## src/rtl/spi_fm_pkg.sv

```systemverilog
package spi_fm_pkg;

    localparam int WORD_W = 16;
    localparam int LEN_W  = $clog2(WORD_W) + 1;

    typedef enum logic [2:0] {
        ST_IDLE,
        ST_LEAD,
        ST_LOW,
        ST_HIGH,
        ST_TAIL,
        ST_GAP
    } fm_state_e;

    // Frame length in bits from the size setting; short settings clamp to 4.
    function automatic logic [LEN_W-1:0] frame_len(input logic [3:0] ws);
        if (ws < 4'd3)
            return LEN_W'(4);
        return LEN_W'(ws) + LEN_W'(1);
    endfunction

endpackage

```

## src/rtl/spi_fm_fifo.sv

```systemverilog
module spi_fm_fifo #(
    parameter int W     = 16,
    parameter int DEPTH = 4
) (
    input  logic         clk,
    input  logic         rst,
    input  logic         push,
    input  logic [W-1:0] din,
    input  logic         pop,
    output logic [W-1:0] dout,
    output logic         full,
    output logic         empty
);
    localparam int AW = (DEPTH > 1) ? $clog2(DEPTH) : 1;
    localparam int CW = $clog2(DEPTH + 1);

    logic [W-1:0]  mem [DEPTH];
    logic [AW-1:0] rd_ptr, wr_ptr;
    logic [CW-1:0] count;
    logic          do_push, do_pop;

    function automatic logic [AW-1:0] step(input logic [AW-1:0] p);
        return (p == AW'(DEPTH - 1)) ? '0 : p + AW'(1);
    endfunction

    assign full    = (count == CW'(DEPTH));
    assign empty   = (count == '0);
    assign do_pop  = pop && !empty;
    assign do_push = push && (!full || do_pop);
    assign dout    = mem[rd_ptr];

    always_ff @(posedge clk) begin
        if (do_push)
            mem[wr_ptr] <= din;
    end

    always_ff @(posedge clk) begin
        if (rst) begin
            rd_ptr <= '0;
            wr_ptr <= '0;
            count  <= '0;
        end else begin
            if (do_push)
                wr_ptr <= step(wr_ptr);
            if (do_pop)
                rd_ptr <= step(rd_ptr);
            case ({do_push, do_pop})
                2'b10:   count <= count + CW'(1);
                2'b01:   count <= count - CW'(1);
                default: count <= count;
            endcase
        end
    end
endmodule

```

## src/rtl/spi_fm_halfclk.sv

```systemverilog
module spi_fm_halfclk #(
    parameter int DIV_W = 8
) (
    input  logic             clk,
    input  logic             rst,
    input  logic             run,
    input  logic [DIV_W-1:0] divider,
    output logic             tick
);
    logic [DIV_W-1:0] cnt;
    logic [DIV_W-1:0] limit;

    assign limit = (divider == '0) ? DIV_W'(1) : divider;
    assign tick  = run && (cnt == limit);

    always_ff @(posedge clk) begin
        if (rst || !run)
            cnt <= '0;
        else if (tick)
            cnt <= '0;
        else
            cnt <= cnt + DIV_W'(1);
    end
endmodule

```

## src/rtl/spi_fm_engine.sv

```systemverilog
module spi_fm_engine
    import spi_fm_pkg::*;
(
    input  logic              clk,
    input  logic              rst,
    input  logic              enable,
    input  logic [3:0]        word_size,
    input  logic              tick,
    input  logic              tx_empty,
    input  logic [WORD_W-1:0] tx_word,
    output logic              tx_pop,
    output logic              rx_push,
    output logic [WORD_W-1:0] rx_word,
    input  logic              ser_in,
    output logic              run,
    output logic              ser_clk,
    output logic              sel_n,
    output logic              ser_out
);
    fm_state_e         state;
    logic [LEN_W-1:0]  bits_left;
    logic [LEN_W-1:0]  len;
    logic [5:0]        pad;
    logic [WORD_W-1:0] tx_sh, rx_sh;
    logic              gap_second;
    logic              start_ok, load_now, in_frame, driving;

    assign len      = frame_len(word_size);
    assign pad      = 6'(WORD_W) - 6'(len);
    assign start_ok = enable && !tx_empty;
    assign load_now = (state == ST_IDLE && start_ok) ||
                      (state == ST_GAP && tick && gap_second && start_ok);
    assign tx_pop   = load_now;
    assign rx_push  = (state == ST_HIGH) && tick && (bits_left == LEN_W'(1));
    assign rx_word  = rx_sh;

    always_ff @(posedge clk) begin
        if (rst) begin
            state      <= ST_IDLE;
            bits_left  <= '0;
            tx_sh      <= '0;
            rx_sh      <= '0;
            gap_second <= 1'b0;
        end else if (load_now) begin
            state      <= ST_LEAD;
            tx_sh      <= tx_word << pad;
            rx_sh      <= '0;
            bits_left  <= len;
            gap_second <= 1'b0;
        end else if (tick) begin
            case (state)
                ST_LEAD: state <= ST_LOW;
                ST_LOW: begin
                    state <= ST_HIGH;
                    rx_sh <= {rx_sh[WORD_W-2:0], ser_in};
                end
                ST_HIGH: begin
                    if (bits_left == LEN_W'(1)) begin
                        state <= ST_TAIL;
                    end else begin
                        state     <= ST_LOW;
                        tx_sh     <= tx_sh << 1;
                        bits_left <= bits_left - LEN_W'(1);
                    end
                end
                ST_TAIL: begin
                    gap_second <= 1'b0;
                    state      <= start_ok ? ST_GAP : ST_IDLE;
                end
                ST_GAP: begin
                    if (!gap_second)
                        gap_second <= 1'b1;
                    else
                        state <= ST_IDLE;
                end
                default: state <= ST_IDLE;
            endcase
        end
    end

    assign run      = (state != ST_IDLE);
    assign in_frame = (state == ST_LEAD) || (state == ST_LOW) ||
                      (state == ST_HIGH) || (state == ST_TAIL);
    assign driving  = (state == ST_LOW) || (state == ST_HIGH) || (state == ST_TAIL);
    assign ser_clk  = (state == ST_HIGH);
    assign sel_n    = !in_frame;
    assign ser_out  = driving && tx_sh[WORD_W-1];
endmodule

```

## src/rtl/spi_frame_master.sv

```systemverilog
module spi_frame_master
    import spi_fm_pkg::*;
#(
    parameter int DIV_W    = 8,
    parameter int TX_DEPTH = 4,
    parameter int RX_DEPTH = 4
) (
    input  logic              clk,
    input  logic              rst,
    input  logic              enable,
    input  logic [3:0]        word_size,
    input  logic [DIV_W-1:0]  divider,
    input  logic              tx_push,
    input  logic [WORD_W-1:0] tx_data,
    output logic              tx_full,
    input  logic              rx_pop,
    output logic [WORD_W-1:0] rx_data,
    output logic              rx_empty,
    output logic              rx_overrun,
    output logic              busy,
    output logic              ser_clk,
    output logic              ser_clk_oe,
    output logic              sel_n,
    output logic              ser_out,
    output logic              ser_out_oe,
    input  logic              ser_in
);
    logic              tx_empty, tx_pop;
    logic [WORD_W-1:0] tx_word;
    logic              rx_push, rx_full, rx_drop;
    logic [WORD_W-1:0] rx_word;
    logic              run, tick;

    spi_fm_fifo #(.W(WORD_W), .DEPTH(TX_DEPTH)) i_tx_q (
        .clk   (clk),
        .rst   (rst),
        .push  (tx_push),
        .din   (tx_data),
        .pop   (tx_pop),
        .dout  (tx_word),
        .full  (tx_full),
        .empty (tx_empty)
    );

    spi_fm_halfclk #(.DIV_W(DIV_W)) i_half (
        .clk     (clk),
        .rst     (rst),
        .run     (run),
        .divider (divider),
        .tick    (tick)
    );

    spi_fm_engine i_eng (
        .clk       (clk),
        .rst       (rst),
        .enable    (enable),
        .word_size (word_size),
        .tick      (tick),
        .tx_empty  (tx_empty),
        .tx_word   (tx_word),
        .tx_pop    (tx_pop),
        .rx_push   (rx_push),
        .rx_word   (rx_word),
        .ser_in    (ser_in),
        .run       (run),
        .ser_clk   (ser_clk),
        .sel_n     (sel_n),
        .ser_out   (ser_out)
    );

    spi_fm_fifo #(.W(WORD_W), .DEPTH(RX_DEPTH)) i_rx_q (
        .clk   (clk),
        .rst   (rst),
        .push  (rx_push),
        .din   (rx_word),
        .pop   (rx_pop),
        .dout  (rx_data),
        .full  (rx_full),
        .empty (rx_empty)
    );

    assign rx_drop = rx_push && rx_full && !(rx_pop && !rx_empty);

    always_ff @(posedge clk) begin
        if (rst)
            rx_overrun <= 1'b0;
        else if (rx_drop)
            rx_overrun <= 1'b1;
    end

    assign busy       = run;
    assign ser_clk_oe = 1'b1;
    assign ser_out_oe = !sel_n;
endmodule

```

## config.mk

```make
export PLATFORM = sky130hd
export DESIGN_NAME = spi_frame_master
export DESIGN_NICKNAME = d
export VERILOG_FILES = /design/src/rtl/spi_fm_pkg.sv /design/src/rtl/spi_fm_fifo.sv /design/src/rtl/spi_fm_halfclk.sv /design/src/rtl/spi_fm_engine.sv /design/src/rtl/spi_frame_master.sv
export SDC_FILE = /design/constraint.sdc
export NUM_CORES = 1
export LEC_CHECK = 0
export BUFFER_PORTS_ARGS = -buffer_cell sky130_fd_sc_hd__buf_2
export CAP_MARGIN = 40
export CORE_MARGIN = 1.5
export CORE_UTILIZATION = 40
export CTS_BUF_LIST = sky130_fd_sc_hd__clkbuf_8
export DETAILED_ROUTE_END_ITERATION = 6
export SKIP_LAST_GASP = 1
export SLEW_MARGIN = 40
export SYNTH_ARGS = -nofsm -noshare
export SYNTH_HDL_FRONTEND = slang
export SYNTH_SLANG_ARGS = --single-unit
```

## constraint.sdc

```tcl
create_clock -name clk -period 4.9 [get_ports clk]
set_input_delay 0.735 -clock clk [delete_from_list [all_inputs] [get_ports clk]]
set_output_delay 0.735 -clock clk [all_outputs]
set_load 0.02 [all_outputs]
```

[Word-level counts from Yosys, hierarchy flattened]
Memory sizes are Yosys's and may differ from the RTL's. A register that Yosys moved wholly into a read port is not among the register bits.
Cells that the tools add are included.
Storage, ports and cells
  output and inout bits: 25
  memories: 2
  bits in writable memories: 128
  register bits after elaboration: 64
Operators by class
  shift operators: 1
  $add $sub $neg: 12
  multiplexer cells: 33
  reduce and logical (&&, ||, !) cells: 48
  $lt $le $gt $ge: 1
  equality and inequality tests: 20
Memory list
  i_rx_q.mem: depth 4, bits a word 16, read ports 1, clocked after Yosys merged registers in 1, wr ports 1, RTL line spi_fm_fifo.sv:17  | logic [W-1:0] mem [DEPTH];
  i_tx_q.mem: depth 4, bits a word 16, read ports 1, clocked after Yosys merged registers in 1, wr ports 1, RTL line spi_fm_fifo.sv:17
Operators with widths (count)
  16-bit two-way mux: 4
  5-bit two-way mux: 6
  2-bit two-way mux: 8
  16-bit by 6-bit left shift with 16-bit output: 1
  1-bit logical AND: 15
  3-bit one-hot mux with 5 select lines: 1
  2-bit equality test (second input constant): 6
  3-bit equality test (second input constant): 4
  3-bit one-hot mux with 2 select lines: 2
  2-bit nonzero test: 5
  3-bit zero test: 3
  1-bit logical OR: 9
  3-bit two-way mux: 3
  2-bit by 1-bit adder with 2-bit output (second input constant): 4
  8-bit by 1-bit adder with 8-bit output (second input constant): 1
  8-bit equality test: 1
  8-bit zero test: 1
  8-bit two-way mux: 1
  2-bit AND reduction: 4
  1-bit zero test: 7
  1-bit two-way mux: 7
  3-bit by 1-bit adder with 3-bit output (second input constant): 2
  3-bit by 2-bit equality test with 1-bit output (second input constant): 2
  3-bit by 1-bit subtractor with 3-bit output (second input constant): 2
  14 further kinds: 16

[Depth between registers and ports, before layout]
  depth in word-level cells: 13
  depth in mapped cells: 15
  mapped depth without buffers: 12

[Hierarchy]
From an unflattened synthesis, not the netlist that was laid out.
Unflattened totals
  cells, all modules: 680
  area, all modules: 9014.9 µm²
Modules (own cells, without submodules)
  spi_fm_fifo at i_tx_q: instances 1, cells an instance 150, area each 2892.8 µm²
  spi_fm_fifo at i_rx_q: instances 1, cells an instance 136, area each 2802.7 µm²
  spi_fm_engine: instances 1, cells an instance 338, area each 2796.4 µm²
  spi_fm_halfclk: instances 1, cells an instance 49, area each 471.7 µm²
  spi_frame_master: instances 1, cells an instance 7, area each 51.3 µm²

[Least setup slack after synthesis]
Ideal clock, no wire load.
  path kind: input -> register
  from: in divider[5]
  to: reg i_tx_q.count[2]
  cell stages on the path: 12
  library setup time: 0.070 ns
  setup slack: 1.427 ns
  arrival time: 3.403 ns
  cells stage by stage: nor4_1 > mux2i_1 > nand4_1 > o31ai_4 > nand2_1 > inv_1 > ha_1 > inv_1 > fa_1 > xor2_1 > or3_1 > a21oi_1
Between the ends
  word-level cells in the longest chain between the ends: 13
  elaborated cells between the ends (all ways): 15
  those cells by class: eq/ne (3); mux (2); reduce/logical (10)
RTL lines
  start, declared: RTL line spi_frame_master.sv:12  | input logic [DIV_W-1:0] divider,
  8-bit zero test: RTL line spi_fm_halfclk.sv:13  | assign limit = (divider == '0) ? DIV_W'(1) : divider;
  8-bit two-way mux (*): RTL line spi_fm_halfclk.sv:13
  8-bit equality test (*): RTL line spi_fm_halfclk.sv:14  | assign tick = run && (cnt == limit);
  1-bit logical AND (*): RTL line spi_fm_halfclk.sv:14
  1-bit logical AND (*) (3 in series): RTL line spi_fm_engine.sv:32  | (state == ST_GAP && tick && gap_second && start_ok);
  1-bit logical OR (*): RTL line spi_fm_engine.sv:31  | assign load_now = (state == ST_IDLE && start_ok) ||
  1-bit logical AND (*): RTL line spi_fm_fifo.sv:28  | assign do_pop = pop && !empty;
  named net i_tx_q.do_pop: RTL line spi_fm_fifo.sv:20  | logic do_push, do_pop;
  1-bit logical OR: RTL line spi_fm_fifo.sv:29  | assign do_push = push && (!full || do_pop);
  1-bit logical AND: RTL line spi_fm_fifo.sv:29
  2-bit by 1-bit equality test with 1-bit output / 2-bit equality test (equally long branches): RTL line spi_fm_fifo.sv:47  | case ({do_push, do_pop})
  3-bit one-hot mux with 2 select lines / 2-bit nonzero test (equally long branches)
  end signal, assigned: RTL line spi_fm_fifo.sv:48  | 2'b10: count <= count + CW'(1);
  end signal, assigned: RTL line spi_fm_fifo.sv:49  | 2'b01: count <= count - CW'(1);
  end signal, assigned: RTL line spi_fm_fifo.sv:50  | default: count <= count;
  end, declared: RTL line spi_fm_fifo.sv:19  | logic [CW-1:0] count;
The timed path passes the listed nets; every way through them passes the cells marked *.
A chain may end at the register's enable or synchronous reset.

[Worst setup path after layout]
Same ends and word-level chain as after synthesis.

==> qor.txt <==
Outcome -> completed
GRT Total Usage -> 0.162
Post-route ant nets -> 0
H-tree depth reported by CTS -> 4
Gpl congestion -> 0.910
Slew margin rel. -> 0.540
Placed cell area -> 0.00951 mm2
Worst EP arrival -> 4.02 ns
CTS root buffer -> clkbuf_8
Via count -> 5742
Fmax -> 276 MHz
Post-CTS Setup Bufs -> 0
Synth Net Count -> 754
Initial antenna violation count -> 0
Largest net degree at the start of global routing -> 32
RSZ-0062 raised after global routing -> no
Maximum fanout along the worst path -> 27
Die Area -> 0.0233 mm2
Routed WL per cell -> 17.7 um
Main combinational cell family by area after synthesis -> multiplexers
Final worst path period need -> 3.62 ns
Most used cell, CP -> inv_1
Async set-reset flop share out of synthesis -> 0
CP startpoint kind -> primary input
Compound-gate portion of the synthesized area -> 0.0994
Antenna cells -> 0
Synth area leaders -> edfxtp_1 43%, dfxtp_1 15%, mux4_2 9.3%
Vias per cell -> 5.53
Clock Path Buffers -> 2
Clock latency on the worst-skew pair -> 0.47 ns
Cells after synthesis -> 702
Netlist cell types -> 69
Resized cells post-CTS -> 0
Nets -> 798
Max-slew violations -> 0
Critical-path top delay cell -> o31ai_4
EDFF count, synth -> 128
IO Count -> 59
HP Class -> primary input to register
CP peak stage delay -> 0.53 ns
Power Density -> 448 mW/mm2
Detail Placement HPWL -> 12500 um
XOR/XNOR share of the synthesized area -> 0.0235
Hold_buf cts -> 0
Cell taking the most area after synthesis -> edfxtp_1
Die W -> 153 um
Pre-Repair DR Iteration Count -> 5
DR iter-0 viols -> 400
CTS tree -> yes
Post-route cell area -> 0.00995 mm2
Avg Cell Area, Syn -> 12.8 um2
Num CTS Buffers -> 17
Synthesized-area fraction occupied by adder cells -> 0.0268
Total Wirelength -> 18400 um
Worst slew pin tran -> 0.684 ns
Final Skew -> 0.0192 ns
Placeable Area -> 0.0219 mm2
# DRC -> 0
Yosys top cell area share -> 0.429
IO Port Bufs -> 57
Worst-path clk slew -> 0.11 ns
Ys Warns -> 0
TritonCTS Sinks -> 196
Mux contribution to synthesized area -> 0.124
Simple-gate share of the synthesized area -> 0.115
Final Cycle Share -> 0.739
Critical path required time -> 5.30 ns
Mapped Area -> 0.00896 mm2
Initial Util -> 0.409
Fin. Hold Viols -> 0
TNS Setup -> 0 ns
Crit path capture type -> register
Grt total ovfl -> 0
First-pass GRT wire length -> 29900 um
Setup CP Type -> primary input to register
Share of post-route cells with drive strength above 1 -> 0.221
Layout area overhead -> 11.0%
Sequential element share of the synthesized area -> 0.581
Primary FF master, synth -> edfxtp_1
Die height -> 153 um
Max Cap Viol -> 0
Pleak -> 0.00366 uW
Synth Register Bits -> 196
Cells along the critical path -> buf_2 > nor4_1 > mux2i_1 > nand4_1 > o31ai_4 > nand2_1 > buf_4 > inv_1 > ha_1 > inv_1 > fa_1 > xor2_1 > or3_1 > a21oi_1
Setup violators final -> 0
FP Rows -> 54
VDD IR max -> 0.240 mV
Vias in the first global route -> 5752
==> layout make-up <==
class	count	area, um2
Fill cell	2003	11900
Sequential cell	196	5210
Multi-Input combinational cell	436	3500
Timing Repair Buffer	67	360
Tap cell	280	350
Clock buffer	17	234
Clock inverter	15	194
Inverter	28	105
==> flip-flops by register name (all words and copies together) (netlist names), named ones only <==
signal / cells
i_eng.tx_sh: 16
i_rx_q.count: 3
i_rx_q.wr_ptr: 2
i_eng.gap_second: 1
i_tx_q.rd_ptr: 2
i_eng.rx_word: 16
i_half.cnt: 8
rx_overrun: 1
i_tx_q.count: 3
i_tx_q.wr_ptr: 2
i_eng.bits_left: 5
i_eng.state: 3
i_tx_q.mem: 64
i_rx_q.mem: 64
i_rx_q.rd_ptr: 2
==> where the power goes <==
group	internal, uW	switching [uW]	leakage [uW]
clock network	406	669	0.000215
logic	586	765	0.00163
registers	1910	131	0.00181
==> worst paths after layout <==
| check | end | depth (start not counted) | start | slack [ns] |
|---|---|---|---|---|
| min | i_tx_q.mem[3][11]$_DFFE_PP_ | 1 | tx_data[11] | 0.47 |
| min reg2reg | i_eng.tx_sh[0]$_SDFFE_PP0P_ | 2 | i_eng.tx_sh[0]$_SDFFE_PP0P_ | 0.47 |
| max | i_tx_q.count[2]$_SDFFE_PP0P_ | 14 | divider[5] | 1.28 |
| max reg2reg | i_tx_q.count[2]$_SDFFE_PP0P_ | 13 | i_eng.state[0]$_SDFFE_PP0P_ | 1.32 |
==> per-layer routing <==
| metal | track usage | wire [um] | up-vias |
|---|---|---|---|
| met5 | 0 | 0 | - |
| met4 | 0.0472 | 159 | 0 |
| met3 | 0.0358 | 720 | 10 |
| met2 | 0.264 | 8940 | 147 |
| met1 | 0.218 | 8580 | 2851 |
| li1 | - | - | 2734 |
==> cells in the mapped netlist, drive strengths merged, types with 16 or more instances <==
| library cell | count |
|---|---|
| mux4 | 37 |
| nand2 | 33 |
| o21ai | 33 |
| nand3 | 26 |
| clkbuf | 32 |
| ha | 16 |
| dfxtp | 68 |
| nor2 | 73 |
| mux2i | 24 |
| edfxtp | 128 |
| inv | 27 |
| xor2 | 16 |
==> stage by stage <==
step	instances	hold WS [ns]	util	worst slack [ns]	power, uW
floorplan	702	0.444	-	1.43	3050
global placement	1007	0.451	0.434	1.01	3380
detailed placement	1007	0.461	0.435	0.798	3430
CTS	1039	0.439	0.454	1.31	4500
global route	1039	0.431	0.455	0.961	4710
finish	1039	0.469	0.455	1.28	4460
==> placed cells by master, fill, tap and decap left out, drive strengths merged, types with 7 or more instances in the layout <==
master / instances
edfxtp: 128
nor2: 73
dfxtp: 68
buf: 67
mux4: 37
inv: 36
o21ai: 33
nand2: 33
nand3: 26
mux2i: 24
clkbuf: 17
xor2: 16
ha: 16
a21oi: 15
nor3: 14
and2: 11
a211oi: 9
xnor2: 8
o21a: 7
a22oi: 7
nor2b: 7
clkinv: 7
==> worst max-delay path: cells and delay by family <==
kind	cells	cell delay (ns)
xor gates and xnor gates	1	0.16
buffers and inverters	4	0.56
AOI/OAI and AO/OA	2	0.68
muxes	1	0.23
and+or+nand+nor	4	1.08
adders and majority gates	2	0.58
==> cell families after synthesis <==
| kind of cell | Yosys count |
|---|---|
| and+or+nand+nor | 207 |
| DFF | 196 |
| AOI/OAI and AO/OA | 122 |
| buffers and inverters | 70 |
| muxes | 64 |
| xor gates and xnor gates | 24 |
| adders and majority gates | 18 |
| other | 1 |
No activity file was read; power rests on OpenSTA's default activity.
